### src/rtl/intr_seq.sv
module intr_seq #(
  parameter logic [15:0] VEC_IRQ = 16'hFFF2,
  parameter logic [15:0] VEC_NMI = 16'hFFF4,
  parameter int I_BIT = 4,
  parameter int X_BIT = 6,
  parameter int FRAME = 9
) (
  input  logic        clk,
  input  logic        rst_n,
  input  logic        irq_n,
  input  logic        nmi_n,
  input  logic        irq_edge,
  input  logic        insn_boundary,
  input  logic        rti_req,
  input  logic [15:0] sp_in,
  input  logic [15:0] pc_in,
  input  logic [15:0] iy_in,
  input  logic [15:0] ix_in,
  input  logic [7:0]  a_in,
  input  logic [7:0]  b_in,
  input  logic [7:0]  ccr_in,
  output logic [15:0] mem_addr,
  output logic [7:0]  mem_wdata,
  output logic        mem_we,
  output logic        mem_re,
  input  logic [7:0]  mem_rdata,
  output logic        busy,
  output logic        entry_done,
  output logic        ret_done,
  output logic [15:0] sp_out,
  output logic [15:0] pc_out,
  output logic [15:0] iy_out,
  output logic [15:0] ix_out,
  output logic [7:0]  a_out,
  output logic [7:0]  b_out,
  output logic [7:0]  ccr_out
);
  localparam int CW = $clog2(FRAME);
  localparam logic [CW-1:0] LAST = CW'(FRAME - 1);

  typedef enum logic [1:0] {S_IDLE, S_PUSH, S_VEC, S_PULL} st_t;
  st_t st;

  logic [7:0]    ctx [FRAME];
  logic [15:0]   sp;
  logic [CW-1:0] cnt;
  logic          nmi_sel, xkeep, irq_prev, irq_latch;

  wire irq_fall = irq_prev & ~irq_n;
  wire irq_pend = irq_edge ? irq_latch : ~irq_n;
  wire nmi_go   = ~nmi_n & ~ccr_in[X_BIT];
  wire irq_go   = irq_pend & ~ccr_in[I_BIT];
  wire idle_ok  = (st == S_IDLE) && !entry_done && !ret_done;
  wire ret_go   = idle_ok && rti_req;
  wire take     = idle_ok && !rti_req && insn_boundary && (nmi_go || irq_go);
  wire [15:0] vec = nmi_sel ? VEC_NMI : VEC_IRQ;

  assign mem_we    = (st == S_PUSH);
  assign mem_re    = (st == S_VEC) || (st == S_PULL);
  assign mem_addr  = (st == S_PUSH) ? sp :
                     (st == S_PULL) ? sp + 16'd1 : vec + {15'd0, cnt[0]};
  assign mem_wdata = ctx[cnt];
  assign busy      = (st != S_IDLE);
  assign sp_out    = sp;
  assign pc_out    = {ctx[1], ctx[0]};
  assign iy_out    = {ctx[3], ctx[2]};
  assign ix_out    = {ctx[5], ctx[4]};
  assign a_out     = ctx[6];
  assign b_out     = ctx[7];
  assign ccr_out   = ctx[8];

  always_ff @(posedge clk) begin
    if (!rst_n) begin
      st <= S_IDLE;
      cnt <= '0;
      sp <= '0;
      nmi_sel <= 1'b0;
      xkeep <= 1'b0;
      irq_prev <= 1'b1;
      irq_latch <= 1'b0;
      entry_done <= 1'b0;
      ret_done <= 1'b0;
      for (int i = 0; i < FRAME; i++) ctx[i] <= '0;
    end else begin
      irq_prev <= irq_n;
      entry_done <= 1'b0;
      ret_done <= 1'b0;
      irq_latch <= irq_edge && (irq_latch || irq_fall) && !(take && !nmi_go);
      case (st)
        S_IDLE: begin
          cnt <= '0;
          if (ret_go) begin
            sp <= sp_in;
            xkeep <= ccr_in[X_BIT];
            st <= S_PULL;
          end else if (take) begin
            ctx[0] <= pc_in[7:0];
            ctx[1] <= pc_in[15:8];
            ctx[2] <= iy_in[7:0];
            ctx[3] <= iy_in[15:8];
            ctx[4] <= ix_in[7:0];
            ctx[5] <= ix_in[15:8];
            ctx[6] <= a_in;
            ctx[7] <= b_in;
            ctx[8] <= ccr_in;
            sp <= sp_in;
            nmi_sel <= nmi_go;
            st <= S_PUSH;
          end
        end
        S_PUSH: begin
          sp <= sp - 16'd1;
          if (cnt == LAST) begin
            cnt <= '0;
            ctx[8][I_BIT] <= 1'b1;
            if (nmi_sel) ctx[8][X_BIT] <= 1'b1;
            st <= S_VEC;
          end else begin
            cnt <= cnt + 1'b1;
          end
        end
        S_VEC: begin
          if (cnt == '0) begin
            ctx[1] <= mem_rdata;
            cnt <= cnt + 1'b1;
          end else begin
            ctx[0] <= mem_rdata;
            cnt <= '0;
            entry_done <= 1'b1;
            st <= S_IDLE;
          end
        end
        S_PULL: begin
          sp <= sp + 16'd1;
          if (cnt == '0) begin
            ctx[8] <= mem_rdata;
            ctx[8][X_BIT] <= mem_rdata[X_BIT] & xkeep;
          end else begin
            ctx[LAST - cnt] <= mem_rdata;
          end
          if (cnt == LAST) begin
            cnt <= '0;
            ret_done <= 1'b1;
            st <= S_IDLE;
          end else begin
            cnt <= cnt + 1'b1;
          end
        end
        default: st <= S_IDLE;
      endcase
    end
  end
endmodule

### config.mk
export PLATFORM = sky130hd
export DESIGN_NAME = intr_seq
export DESIGN_NICKNAME = d
export VERILOG_FILES = /design/src/rtl/intr_seq.sv
export SDC_FILE = /design/constraint.sdc
export NUM_CORES = 1
export LEC_CHECK = 0
export ABC_CLOCK_PERIOD_IN_PS = 8100
export BUFFER_PORTS_ARGS = -buffer_cell sky130_fd_sc_hd__clkbuf_2
export CORE_ASPECT_RATIO = 0.7
export CORE_MARGIN = 1
export CORE_UTILIZATION = 35
export CTS_CLUSTER_DIAMETER = 30
export DETAILED_ROUTE_END_ITERATION = 7
export MAX_ROUTING_LAYER = met4
export PLACE_DENSITY = 0.55
export SLEW_MARGIN = 0
export SYNTH_ARGS = -nofsm -noshare
export SYNTH_HDL_FRONTEND = slang
export SYNTH_SLANG_ARGS = --single-unit
### constraint.sdc
create_clock -name clk -period 8.1 [get_ports clk]
set_input_delay 0 -clock clk [delete_from_list [all_inputs] [get_ports clk]]
set_output_delay 0 -clock clk [all_outputs]
set_load 0.02 [all_outputs]
==> results of run 1 <==
-- layer usage --
metal,vias up,wire length [µm],share of wire
li1,3538,-,-
met1,3803,14200,0.48
met2,334,12800,0.43
met3,27,2170,0.073
met4,0,333,0.011
met5,-,0,0
-- registers in the layout (all words and copies together) (netlist names) --
signal	flops
cnt	4
irq_prev	1
xkeep	1
ctx	128
st	2
sp_out	16
ret_done	1
irq_latch	1
nmi_sel	1
entry_done	1
-- cell type report --
class	count	area (µm²)
timing repair buffer	325	2120
sequential	156	4410
clock buffer	19	433
fill	2198	12600
tap	318	398
multi-input combinational	526	3780
inverter	16	60.1
clock inverter	13	150
-- per-stage QoR --
stage                     cell area (µm²)  cells   util
final                               11300   1373  0.474
after global routing                11300   1373  0.474
after CTS                           11300   1373  0.474
after detailed placement             9850   1250  0.412
after global placement               9850   1250  0.412
after floorplan                      8630    775      -
-- cells in the final DEF, fill, tap and decap left out, drive strengths merged, types with 4 or more instances in the layout --
cell type,n
clkbuf,238
a22o,67
buf,15
nand2,49
a22oi,11
dlygate4sd3,91
nor3b,4
o211a,4
nor2,56
a31oi,8
a21oi,34
nand4,18
mux2i,35
ha,4
o31ai,5
and3,7
o21ai,30
nor2b,8
o22ai,4
a221oi,16
xor2,9
mux4,16
inv,15
xnor2,12
o211ai,5
nor3,19
nand3,26
nand2b,25
dfxtp,28
nor4,7
edfxtp,128
a211oi,4
clkinv,8
or3,4
-- power by group through the flow --
stage	clock network [W]	logic [W]	registers (W)
3_3_place_gp	0	0.000504	0.000994
3_5_place_dp	0	0.000505	0.000994
6_report	0.000811	0.000546	0.000978
2_1_floorplan	0	0.000319	0.000998
4_1_cts	0.000820	0.000541	0.000977
5_1_grt	0.000852	0.000585	0.000984
-- path summary, 6_finish.rpt --
path                   from         to  slack [ps]  cells past startpoint
setup / recovery     cnt[0]  ctx[7][2]        4800                      4
hold / removal    ccr_in[4]  ctx[8][4]           9                      3
hold reg to reg       xkeep      xkeep         500                      2
setup reg to reg     cnt[0]  ctx[7][2]        4800                      4
-- timing repair --
action	in CTS	in global routing
hold buffers	91	0
hold endpoints to repair	90	0
buffers inserted	0	0
-- worst reg2reg max path, cell delays in order (launching register included) --
cell and delay, ps:
dfxtp_4 340, buf_4 740, nand3_1 540, nor3_1 980
nand2b_1 380
-- kinds of logic after synthesis --
logic type | after synthesis | synth area share
simple gates | 238 | 0.145
compound gates | 212 | 0.183
flops | 156 | 0.511
buf+inv | 93 | 0.0515
mux | 51 | 0.0824
xor+xnor | 21 | 0.0213
fa+ha+maj | 4 | 0.00580
==> flow_summary.toml, run 1 <==
[power_and_ir_drop]
p_clk_frac = 0.347
seqPwrFrac = 0.419
vdd_drop_max_mv = 0.140
p_int_w = 0.00160
switching_share = 0.313
combinationalPowerShare = 0.234
cellPowerDensity_nw_per_um2 = 206
p_sw_w = 0.000731
leakagePower_nw = 4.46
total_power_w = 0.00233

[timing]
slew_headroom = 0.199
max_freq_ghz = 0.303
tns_ps = 0
setup_viol = 0
period_share = 0.408
slew_violations = 0
worst_pin_slew_ps = 1200
timing.final.ws_setup_ps = 4800
hold_violations = 0
finalClockSkew_ps = 5.12
rsz0062_at_grt = "false"
timing.hold.ws_ps = 8.87
fin_crit_ps = 3300

[critical_path]
path_cells = "buf_4, nand3_1, nor3_1, nand2b_1"
cp_max_fo = 58
cp_top_family = "simple AND/OR/NAND/NOR gates"
critPathArrivalTime_ps = 3410
critPathRequiredTime_ps = 8200
endpoint_kind = "register"
path_class = "register to register"
cpMaxStageDelayCell = "nor3_1"
startpoint_type = "register"
crit_buf_inv = 1
slowest_delay_ps = 980

[logic_synthesis]
yosysTopAreaCellShare = 0.446
synth_cells = 775
syn_avg_cell_area_um2 = 11.1
synth_edf_count = 128
yosysWarnings = 0
async_flop_share = 0
synth_common_cells = "edfxtp_1 (128), a22o_1 (67), nor2_1 (55)"
synth_nets = 882
netlist_top_cells_area = "edfxtp_1 (45%), a22o_1 (6.8%), dfxtp_1 (6.5%)"
synth_seq_cells = 156
ys_types = 73
syn-cell-area_um2 = 8630
yosys.cell_count.top_type = "edfxtp_1"
post-synth-top-area-cell = "edfxtp_1"
synth-main-ff-cell = "edfxtp_1"
yosysSeqAreaShare = 0.511

[floorplan]
num_rows = 47
fp.dieH_um = 133
start_util = 0.360
pin_count = 220
fp.coreArea_um2 = 23900
dieArea_um2 = 25300
die_w_um = 190

[grt]
grt_antenna_before_repair = 0
busiest_layer = "met1"
grt.total_usage = 0.242
grt_pass1_vias = 7279
grtUsageMet2 = 0.332
grt_max_degree = 73
grtUsageMet1 = 0.361
use_met3 = 0.0498
overflow = 0
grt_pass1_wl_um = 44300

[route]
drt_first_pass_iters = 7
routed_wl_um = 29600
drtIter0Drc = 737
via_per_inst = 5.61
avgRoutedWirePerCell_um = 21.5
ant_nets = 0
routed-via-count = 7702
drc = 0

[cts]
clkTransAtPathRegs_ps = 60
cts_tree = "yes"
cts_buffer_depth = 2
cts_made_buffers = 17
ctsResizeCount = 0
root_buffer = "clkbuf_16"
clkSinkCount = 156
htreeDepth = 4
worstSkewPairLatency_ps = 430

[placement]
post-dp-hpwl_um = 20600
portBuffers = 219
pre_cts_slack_ps = 4790
gp_congestion = 0.850

[final_layout]
drive_above_1_share = 0.282
diodes = 0
syn2layout_area_growth_pct = 31.5
nets = 1149

[status]
status = "finished clean"

[min_path]
hold_class = "primary input to register"

[job]
maxCapViolations = 0
No activity file was read; power rests on OpenSTA's default activity.
==> run 2, diff against run 1 <==
--- a/config.mk
+++ b/config.mk
@@ -5,7 +5,8 @@
 export SDC_FILE = /design/constraint.sdc
 export NUM_CORES = 1
 export LEC_CHECK = 0
-export ABC_CLOCK_PERIOD_IN_PS = 8100
+export ABC_AREA = 1
+export ABC_CLOCK_PERIOD_IN_PS = 3400
 export BUFFER_PORTS_ARGS = -buffer_cell sky130_fd_sc_hd__clkbuf_2
 export CORE_ASPECT_RATIO = 0.7
 export CORE_MARGIN = 1
==> constraint.sdc (replaced) <==
create_clock -name clk -period 3.4 [get_ports clk]
set_input_delay 0 -clock clk [delete_from_list [all_inputs] [get_ports clk]]
set_output_delay 0 -clock clk [all_outputs]
set_load 0.02 [all_outputs]
==> run 2 against run 1 <==
  * Sequential cell count unchanged
  * Cell count up 26%
  * Highest routed layer unchanged
  * Largest power group unchanged
  * Combinational power rose to 2.8 times the previous value
==> flow_summary.toml, run 2 <==
[status]
status = "finished clean"

[floorplan]
start_util = 0.362
fp.coreArea_um2 = 23900
pin_count = 220
dieArea_um2 = 25400
num_rows = 47
fp.dieH_um = 134
die_w_um = 190

[route]
drtIter0Drc = 909
drt_first_pass_iters = 5
routed-via-count = 8906
via_per_inst = 5.14
routed_wl_um = 32100
drc = 0
ant_nets = 0
avgRoutedWirePerCell_um = 18.5

[final_layout]
multi_input_area_um2 = 3630
seqCellArea_um2 = 4410
fillers = 2336
final_cell_mix = "nand2_1 (329), clkbuf_2 (219), nor2_1 (150), edfxtp_1 (128), dlygate4sd3_1 (99)"
nets = 1510
fin_util = 0.486
drive_above_1_share = 0.207
diodes = 0
syn2layout_area_growth_pct = 34.2
regMostFlops = "ctx"
layout_commonest_cell = "nand2_1"
largest_reg_flops = 128

[timing]
worst_pin_slew_ps = 733
slew_headroom = 0.512
hold_violations = 0
period_share = 0.886
rsz0062_at_grt = "false"
finalClockSkew_ps = 12.3
tns_ps = 0
fin_crit_ps = 3010
slew_violations = 0
setup_viol = 0
max_freq_ghz = 0.332

[critical_path]
endpoint_kind = "register"
rr_endpoint = "ctx[4][4]"
reg2reg_from = "cnt[0]"
cp_max_fo = 12
reg2reg_depth = 12
startpoint_type = "register"
worst_path_most_repeated_cell = "nand2_1"
critPathRequiredTime_ps = 3590
path_class = "register to register"
critPathArrivalTime_ps = 3200
path_cells = "inv_2, ha_1, nand2_1, nor2_2, nor2_4, nand2_1, nand2_2, inv_2, nand2_1, o21ai_0, dlygate4sd3_1, inv_1"
cpMaxStageDelayCell = "dlygate4sd3_1"
slowest_delay_ps = 600
rrSetupSlack_ps = 390

[logic_synthesis]
synth_nets = 1216
syn-cell-area_um2 = 8660
syn_avg_cell_area_um2 = 7.81
async_flop_share = 0
yosysWarnings = 0
netlist_top_cells_area = "edfxtp_1 (44%), nand2_1 (14%), nor2_1 (6.5%)"
synth_cells = 1109
ys_types = 37
post-synth-top-area-cell = "edfxtp_1"
synth_seq_cells = 156
yosysTopAreaCellShare = 0.444
yosys.cell_count.top_type = "nand2_1"
yosysSeqAreaShare = 0.509
synth-main-ff-cell = "edfxtp_1"
synth_common_cells = "nand2_1 (329), nor2_1 (150), edfxtp_1 (128)"
synth_edf_count = 128

[cts]
cts_tree = "yes"
clkSinkCount = 156
worstSkewPairLatency_ps = 430
htreeDepth = 4
clkTransAtPathRegs_ps = 70
root_buffer = "clkbuf_16"
cts_made_buffers = 17
cts_buffer_depth = 2

[grt]
grt_max_degree = 72
grt_antenna_before_repair = 0
grt.total_usage = 0.263
grt_pass1_vias = 8293
grt_pass1_wl_um = 48600
overflow = 0

[power_and_ir_drop]
cellPowerDensity_nw_per_um2 = 515
vdd_drop_max_mv = 0.320
leakagePower_nw = 5.14

[min_path]
hold_class = "primary input to register"
min_to = "sp_out[3]"
hold_path_depth = 3
min_from = "rst_n"

[placement]
portBuffers = 219
gp_congestion = 0.970
post-dp-hpwl_um = 23700

[job]
maxCapViolations = 0
==> run 2: cell types whose count changed in the layout (fill, tap and decap cells not counted), moves of 25 or more <==
| cell | delta |
|---|---|
| nand2_1 | +281 |
| nor2_1 | +95 |
| inv_1 | +68 |
| a22o_1 | -67 |
| o21ai_0 | +54 |
| nand3_1 | +48 |
| o21ai_1 | +46 |
| mux2i_1 | -35 |
| nand2b_1 | -25 |
==> run 2: metrics by stage <==
step	area [µm²]	total power [W]	hold slack, ps	cells	setup slack, ps
after floorplan	8660	0.00330	96.6	1109	661
after CTS	11600	0.00597	10.8	1734	489
after global placement	10000	0.00384	210	1603	800
final	11600	0.00598	18.4	1734	389
after detailed placement	10000	0.00384	231	1603	725
after global routing	11600	0.00624	58.4	1734	211
==> run 2: where the power goes <==
part           switching, W  internal (W)  total (W)
sequential         0.000167       0.00219    0.00236
combinational       0.00105      0.000501    0.00155
clock              0.000884       0.00119    0.00207
==> run 2: worst max-delay path by stage <==
| stage | start | to |
|---|---|---|
| global route | cnt[0] | ctx[4][4] |
| global placement | cnt[0] | ctx[5][0] |
| finish | cnt[0] | ctx[4][4] |
| CTS | cnt[0] | ctx[4][4] |
| floorplan | cnt[0] | ctx[10][0] |
| detailed placement | st[1] | ctx[5][1] |
==> run 2: cell type report <==
| class | count | area share |
|---|---|---|
| Multi-Input combinational cell | 801 | 0.312 |
| Clock buffer | 17 | 0.0366 |
| Timing Repair Buffer | 335 | 0.191 |
| Sequential cell | 156 | 0.379 |
| Tap cell | 318 | 0.0342 |
| Clock inverter | 15 | 0.0173 |
| Inverter | 92 | 0.0297 |
==> run 2: metal layers <==
layer  part of all wire  wire length, µm  up-vias  global-route usage
met1               0.49            15700     4131               0.410
li1                   -                -     4295                   -
met4              0.012              376        0              0.0596
met5                  0                0        -                   -
met3              0.089             2850       28              0.0366
met2               0.41            13200      452               0.353
==> run 2: cell families (layout without fill, tap and decap cells) <==
| group | count (synthesis) | after routing | share of synthesized area |
|---|---|---|---|
| AO/OA/AOI/OAI | 213 | 213 | 0.135 |
| adder cells (fa/ha/maj) | 4 | 4 | 0.00578 |
| flip-flops | 156 | 156 | 0.509 |
| AND/OR/NAND/NOR | 580 | 580 | 0.274 |
| buffers and inverters | 152 | 459 | 0.0718 |
| XOR/XNOR | 4 | 4 | 0.00492 |
==> run 2: repair_timing <==
item	CTS	global route
gates resized for setup	0	0
hold buffers	99	0
hold endpoints to repair	131	0
setup buffers	0	0
==> run 2: critical path: cells and delay by family, from the launching register on <==
kind	cells	cell delay, ps
and+or+nand+nor	6	1020
buffers and inverters	4	850
DFF	1	390
AOI/OAI and AO/OA	1	300
adders and majority gates	1	210
